**src/rtl/seq_pkg.sv**
```systemverilog
package seq_pkg;
   typedef enum logic {
      OP_OVERWRITE  = 1'b0,
      OP_ACCUMULATE = 1'b1
   } op_code_e;

   // bank channels driven by period counters
   localparam int unsigned CH_WEIGHT = 0;
   localparam int unsigned CH_ACC_WR = 1;
   localparam int unsigned CH_ACC_RD = 2;
   localparam int unsigned NUM_CH    = 3;
endpackage

```
**src/rtl/seq_period_tick.sv**
```systemverilog
module seq_period_tick #(
   parameter int unsigned CNT_W = 32
) (
   input  logic             clk,
   input  logic             rst_n,
   input  logic             clear,
   input  logic             adv,
   input  logic [CNT_W-1:0] period,
   output logic             wrap
);
   localparam logic [CNT_W-1:0] ONE = {{(CNT_W-1){1'b0}}, 1'b1};

   logic [CNT_W-1:0] cnt;
   logic             per_zero;
   logic             at_end;

   assign per_zero = (period == '0);
   assign at_end   = !per_zero && (cnt >= period - ONE);
   assign wrap     = adv && at_end;

   always_ff @(posedge clk) begin
      if (!rst_n || clear) begin
         cnt <= '0;
      end else if (adv && !per_zero) begin
         if (at_end) cnt <= '0;
         else        cnt <= cnt + ONE;
      end
   end

   // zero period: counter frozen
   assert_zero_period_hold_R8: assert property (@(posedge clk) disable iff (!rst_n)
      (!clear && per_zero) |=> $stable(cnt));
   // no advance, no count change
   assert_idle_hold_R9: assert property (@(posedge clk) disable iff (!rst_n)
      (!clear && !adv) |=> $stable(cnt));
endmodule

```
**src/rtl/seq_bank_reg.sv**
```systemverilog
module seq_bank_reg (
   input  logic clk,
   input  logic rst_n,
   input  logic load,
   input  logic load_val,
   input  logic toggle,
   output logic bank
);
   always_ff @(posedge clk) begin
      if (!rst_n)      bank <= 1'b0;
      else if (load)   bank <= load_val;
      else if (toggle) bank <= ~bank;
   end

   assert_toggle_flips_R3: assert property (@(posedge clk) disable iff (!rst_n)
      (!load && toggle) |=> (bank != $past(bank)));
   assert_bank_steady_R9: assert property (@(posedge clk) disable iff (!rst_n)
      (!load && !toggle) |=> $stable(bank));
   assert_load_value_R2: assert property (@(posedge clk) disable iff (!rst_n)
      load |=> (bank == $past(load_val)));
endmodule

```
**src/rtl/seq_op_select.sv**
```systemverilog
module seq_op_select
   import seq_pkg::*;
#(
   parameter int unsigned CNT_W = 32
) (
   input  logic             clk,
   input  logic             rst_n,
   input  logic             open_pulse,
   input  logic             op_start,
   input  logic             fire,
   input  logic [CNT_W-1:0] len0,
   input  logic [CNT_W-1:0] len1,
   output op_code_e         op
);
   logic [CNT_W-1:0] cur_len;
   logic [CNT_W-1:0] next_len;
   logic             run_done;

   assign cur_len  = (op == OP_ACCUMULATE) ? len1 : len0;
   assign next_len = (op == OP_ACCUMULATE) ? len0 : len1;

   seq_period_tick #(.CNT_W(CNT_W)) u_run_cnt (
      .clk    (clk),
      .rst_n  (rst_n),
      .clear  (open_pulse),
      .adv    (fire),
      .period (cur_len),
      .wrap   (run_done)
   );

   always_ff @(posedge clk) begin
      if (!rst_n)
         op <= OP_OVERWRITE;
      else if (open_pulse)
         op <= op_code_e'(op_start);
      else if (run_done && next_len != '0)
         op <= (op == OP_ACCUMULATE) ? OP_OVERWRITE : OP_ACCUMULATE;
   end

   assert_op_idle_R9: assert property (@(posedge clk) disable iff (!rst_n)
      (!open_pulse && !fire) |=> $stable(op));
   assert_op_zero_len_R8: assert property (@(posedge clk) disable iff (!rst_n)
      (!open_pulse && cur_len == '0) |=> $stable(op));
   assert_op_no_empty_run_R8: assert property (@(posedge clk) disable iff (!rst_n)
      (!open_pulse && next_len == '0) |=> $stable(op));
endmodule

```
**src/rtl/op_bank_sequencer.sv**
```systemverilog
module op_bank_sequencer
   import seq_pkg::*;
#(
   parameter int unsigned CNT_W = 32
) (
   input  logic             clk,
   input  logic             rst_n,
   input  logic             open_pulse,
   input  logic             op_fire,
   input  logic [CNT_W-1:0] wt_period,
   input  logic [CNT_W-1:0] op0_len,
   input  logic [CNT_W-1:0] op1_len,
   input  logic [CNT_W-1:0] acc_wr_period,
   input  logic [CNT_W-1:0] rd_period,
   input  logic             wt_start,
   input  logic             op_start,
   input  logic             rd_start,
   output logic             wt_bank,
   output logic             op_sel,
   output logic             acc_wr_bank,
   output logic             acc_rd_bank,
   output logic             xfer_ready,
   output logic             xfer_bank
);
   generate
      if (CNT_W < 2 || CNT_W > 64) begin : g_bad_width
         $error("op_bank_sequencer: CNT_W must lie in 2..64");
      end
   endgenerate

   logic [CNT_W-1:0] ch_period [NUM_CH];
   logic             ch_init   [NUM_CH];
   logic             ch_wrap   [NUM_CH];
   logic             ch_bank   [NUM_CH];
   op_code_e         op_q;

   assign ch_period[CH_WEIGHT] = wt_period;
   assign ch_period[CH_ACC_WR] = acc_wr_period;
   assign ch_period[CH_ACC_RD] = rd_period;
   assign ch_init[CH_WEIGHT]   = wt_start;
   assign ch_init[CH_ACC_WR]   = 1'b0;
   assign ch_init[CH_ACC_RD]   = rd_start;

   genvar g;
   generate
      for (g = 0; g < NUM_CH; g++) begin : g_ch
         seq_period_tick #(.CNT_W(CNT_W)) u_tick (
            .clk    (clk),
            .rst_n  (rst_n),
            .clear  (open_pulse),
            .adv    (op_fire),
            .period (ch_period[g]),
            .wrap   (ch_wrap[g])
         );
         seq_bank_reg u_bank (
            .clk      (clk),
            .rst_n    (rst_n),
            .load     (open_pulse),
            .load_val (ch_init[g]),
            .toggle   (ch_wrap[g]),
            .bank     (ch_bank[g])
         );
      end
   endgenerate

   seq_op_select #(.CNT_W(CNT_W)) u_op (
      .clk        (clk),
      .rst_n      (rst_n),
      .open_pulse (open_pulse),
      .op_start   (op_start),
      .fire       (op_fire),
      .len0       (op0_len),
      .len1       (op1_len),
      .op         (op_q)
   );

   // completion pulse, registered alongside the bank switch
   always_ff @(posedge clk) begin
      if (!rst_n || open_pulse) begin
         xfer_ready <= 1'b0;
         xfer_bank  <= 1'b0;
      end else begin
         xfer_ready <= ch_wrap[CH_ACC_WR];
         if (ch_wrap[CH_ACC_WR]) xfer_bank <= ch_bank[CH_ACC_WR];
      end
   end

   assign wt_bank     = ch_bank[CH_WEIGHT];
   assign acc_wr_bank = ch_bank[CH_ACC_WR];
   assign acc_rd_bank = ch_bank[CH_ACC_RD];
   assign op_sel      = op_q;

   assert_xfer_opposite_R6: assert property (@(posedge clk) disable iff (!rst_n)
      xfer_ready |-> (xfer_bank != acc_wr_bank));
   assert_xfer_on_switch_R6: assert property (@(posedge clk) disable iff (!rst_n)
      xfer_ready |-> (acc_wr_bank != $past(acc_wr_bank)));
   assert_xfer_quiet_R9: assert property (@(posedge clk) disable iff (!rst_n)
      (!op_fire && !open_pulse) |=> !xfer_ready);
   assert_open_wr_bank_R2: assert property (@(posedge clk) disable iff (!rst_n)
      open_pulse |=> (!acc_wr_bank && !xfer_ready));
endmodule

```
**config.mk**
```make
export PLATFORM = sky130hd
export DESIGN_NAME = op_bank_sequencer
export DESIGN_NICKNAME = d
export VERILOG_FILES = /design/src/rtl/seq_pkg.sv /design/src/rtl/seq_period_tick.sv /design/src/rtl/seq_bank_reg.sv /design/src/rtl/seq_op_select.sv /design/src/rtl/op_bank_sequencer.sv
export SDC_FILE = /design/constraint.sdc
export NUM_CORES = 1
export LEC_CHECK = 0
export CAP_MARGIN = 20
export CORE_MARGIN = 10
export CORE_UTILIZATION = 50
export DETAILED_ROUTE_END_ITERATION = 10
export PLACE_DENSITY = 0.74
export SKIP_LAST_GASP = 1
export SLEW_MARGIN = 20
export SYNTH_ARGS = -nofsm -noshare
export SYNTH_HDL_FRONTEND = slang
export SYNTH_SLANG_ARGS = --single-unit
```
**constraint.sdc**
```tcl
create_clock -name clk -period 6.9 [get_ports clk]
set_input_delay 0.69 -clock clk [delete_from_list [all_inputs] [get_ports clk]]
set_output_delay 0.69 -clock clk [all_outputs]
set_load 0.05 [all_outputs]
```
==> key figures <==
Run status
  • Status: complete, no violations

Yosys
  • Number of synthesized flops with an enable pin: 0
  • Number of distinct library cells after synthesis: approximately 70
  • Async S/R FF share, synth: 0%
  • Mapped Cells: 1510
  • Syn. warnings: 0
  • Main flop type after synthesis: dfxtp_1
  • Synthesized Nets: approximately 1.8k
  • Seq/Total Area, Yosys: approximately 22%
  • Mapped Area: 0.0122 mm²
  • Yosys reg bits: 134
  • Syn_area_per_cell: 8.10 µm²

Timing
  • Setup TNS: 0 ns
  • Tightest Pin Transition: 1.14 ns
  • Final period utilization: 73.9%
  • RSZ-0062 raised after global routing: false
  • Hold Vio Cnt, Final: 0
  • Slew headroom: 23.3%
  • Min cycle time layout: 5.10 ns
  • Fin Clk Skew: 0.0120 ns
  • Count of final setup violators: 0
  • Max Slew Vio Count: 0
  • FMAX: 196 MHz

Power
  • Share of power burned in registers: 38.5%
  • PwrDens: 138 mW/mm²
  • Clk network pwr share: approximately 45%
  • Switching power share of the total: approximately 27%
  • Pint: ~1.5 mW
  • Switching power total: 0.550 mW
  • Static Leakage: around 5.4 nW
  • Comb pwr share: 16.5%
  • Peak supply drop: about 0.17 mV

Global routing
  • Grt total ovfl: 0
  • Met3 Usage GRT: between 3 and 4%
  • Gr busiest metal: met2
  • GRT Total Usage: 20.4%
  • Met2 usage: 34.8%
  • Global-route wire length before repair: around 54 mm
  • Vias in the first global route: between 10k and 15k
  • Met1 Use GR: 26.7%
  • Initial antenna violation count: 0
  • Largest net degree at the start of global routing: 97

Route
  • Final wirelength: 33.0 mm
  • Vias: 11.6k
  • Remaining routing DRC violations: 0
  • Via/cell ratio: 5.80
  • DR iter-0 viols: 674
  • DRT Pass-1 Iters: 5
  • Antenna viol nets, final: 0
  • Routed len/inst: ~17 µm

Floorplan
  • Initial Util: 50.6%
  • Die X-Extent: 176 µm
  • Die span in y: 176 µm
  • I/O Pins: 173
  • Core Area: between 0.02 and 0.025 mm²
  • Die footprint: 0.0311 mm²
  • Std-Cell Rows: 57

Critical path
  • Critical path startpoint category: input pin
  • Cell mode on critical path: or3_4
  • Worst Setup End Kind: register
  • Crit path max-delay cell type: or4_1
  • Worst path required time: around 7.3 ns
  • Largest fanout on the critical path: 30
  • CP arrival: 5.45 ns
  • CP cell instances: clkdlybuf4s50_1 > or4_1 > or3_4 > or3_4 > nor2_4 > nand2_2 > nor3_1 > xnor2_1 > ha_1 > nand4_1 > or3_1 > a2111oi_0 > o31a_1 > o21a_1 > buf_4 > mux2i_1
  • CP Class: input pin to register
  • Slowest stage delay, CP: 0.65 ns
  • Worst R2R Path Depth: 15

Cells and area
  • Layout net count: 1961
  • Fin cells: 1992
  • Area Overhead vs Synth: 20.7%
  • Share of cells above drive strength 1: 5.34%
  • Most common cell after layout, fill and taps aside: clkdlybuf4s50_1
  • Core Util, Final: 61.1%
  • Commonest cells after routing, fill and taps aside: 172 x clkdlybuf4s50_1, 158 x nor3_1, 139 x ha_1, 133 x dfxtp_1
  • Design area: approximately 0.015 mm²
  • N_diodes: 0
  • Filler cells: about 2.1k

Placed design
  • Dpl hpwl: 26.1 mm
  • Area post-placement: 0.0142 mm²
  • Placed Cells incl. Taps: 1960
  • Gpl congestion: 0.926
  • IO buf count: 172

Clocking
  • CTS Sinks: 134
  • Worst-Skew Late Latency: between 0.4 and 0.5 ns
  • Worst-path clk slew: 0.06 ns
  • Hold-fix buffers at CTS: 0
  • PostCTS Resize Cnt: 0
  • CTS tree: built
  • CTS Buffer Depth: 2
  • Post-CTS Setup Repair Bufs: 0
  • CTS Buf Count: 17
  • H-tree levels: 4
  • Root Buffer: clkbuf_16

Min path
  • HP Class: register to register
  • Hold path depth: 2

Run
  • Max Cap Viol: 0
metrics by stage:
| stage | power, mW | setup WS, ns | hold WS (ns) |
|---|---|---|---|
| floorplan | 0.963 | 1.71 | 0.484 |
| global placement | 1.13 | 1.45 | 0.464 |
| detailed placement | 1.14 | 1.34 | 0.486 |
| CTS | 2.05 | 1.77 | 0.494 |
| global route | 2.12 | 1.27 | 0.503 |
| finish | 2.04 | 1.80 | 0.491 |
power groups by stage:
stage / Sequential (mW) / Combinational [mW] / Clock, mW
after floorplan: 0.800 / 0.163 / 0
after global placement: 0.802 / 0.327 / 0
after detailed placement: 0.802 / 0.334 / 0
after CTS: 0.785 / 0.336 / 0.927
after global routing: 0.786 / 0.369 / 0.961
final: 0.785 / 0.337 / 0.916
final timing paths:
| kind | start | slack [ns] | endpoint |
|---|---|---|---|
| worst max-delay path | acc_wr_period[4] | 1.80 | g_ch[1].u_bank.bank |
| worst max register to register | u_op.op | 1.98 | u_op.u_run_cnt.cnt[2] |
| worst min-delay path | xfer_bank | 0.49 | xfer_bank |
| worst min register to register | xfer_bank | 0.49 | xfer_bank |
layout make-up:
| cell class | count | area, µm² | area share, % |
|---|---|---|---|
| Inverter | 32 | 120 | 0.813 |
| Multi-Input combinational cell | 1292 | 9200 | 62.3 |
| Sequential cell | 134 | 2680 | 18.2 |
| Timing Repair Buffer | 178 | 1770 | 12.0 |
| Clock inverter | 14 | 164 | 1.11 |
| Clock buffer | 18 | 429 | 2.91 |
| Tap cell | 324 | 405 | 2.74 |
synth_stat cells, types with 5 or more instances:
| cell | count | area, µm² |
|---|---|---|
| nor4_1 | 44 | 275 |
| o21ai_0 | 27 | 135 |
| and2_1 | 7 | 43.8 |
| dfxtp_1 | 134 | 2680 |
| a21oi_2 | 8 | 70.1 |
| a21o_1 | 31 | 233 |
| xor2_1 | 110 | 963 |
| nor2_1 | 130 | 488 |
| inv_1 | 32 | 120 |
| and4_1 | 13 | 114 |
| nand2b_1 | 10 | 62.6 |
| nand4_1 | 64 | 400 |
| or4_4 | 5 | 56.3 |
| and3_1 | 31 | 194 |
| ha_1 | 139 | 1740 |
| mux2i_1 | 37 | 370 |
| xnor2_1 | 130 | 1140 |
| or2_2 | 8 | 50.1 |
| a211oi_1 | 7 | 52.6 |
| or4_1 | 14 | 105 |
| nand2_1 | 93 | 349 |
| nor3_1 | 158 | 791 |
| a21oi_1 | 60 | 300 |
| or3_1 | 26 | 163 |
| clkbuf_1 | 30 | 113 |
| nor2b_1 | 6 | 37.5 |
| buf_6 | 6 | 67.6 |
| nand3b_1 | 9 | 67.6 |
| nand3_1 | 60 | 300 |
| buf_2 | 12 | 60.1 |
sequential cells by signal, summed over array words and instances (netlist names):
signal              flops
g_ch.u_tick.cnt        96
u_op.u_run_cnt.cnt     32
u_op.op                 1
g_ch.u_bank.bank        3
xfer_bank               1
xfer_ready              1
cells by family after synthesis:
logic type / count (synthesis) / share of synthesized area [%]
flip-flops: 134 / 21.9
AO/OA/AOI/OAI: 172 / 9.88
multiplexers: 38 / 3.12
adder cells (fa/ha/maj): 139 / 14.2
AND/OR/NAND/NOR: 703 / 30.6
buffers and inverters: 84 / 3.07
XOR/XNOR: 240 / 17.2
critical path: cells and delay by family:
kind / cells / cell delay [ns]
adder cells (fa/ha/maj): 1 / 0.29
multiplexers: 1 / 0.22
XOR/XNOR: 1 / 0.11
AO/OA/AOI/OAI: 3 / 0.85
AND/OR/NAND/NOR: 8 / 2.40
buffers and inverters: 2 / 0.86
layer usage:
| metal | part of all wire, % | up-vias |
|---|---|---|
| li1 | - | 5837 |
| met1 | 46 | 5423 |
| met2 | 48 | 262 |
| met3 | 4.5 | 30 |
| met4 | 0.96 | 0 |
| met5 | 0 | - |
Note: power is estimated with default switching activity, not from simulation.
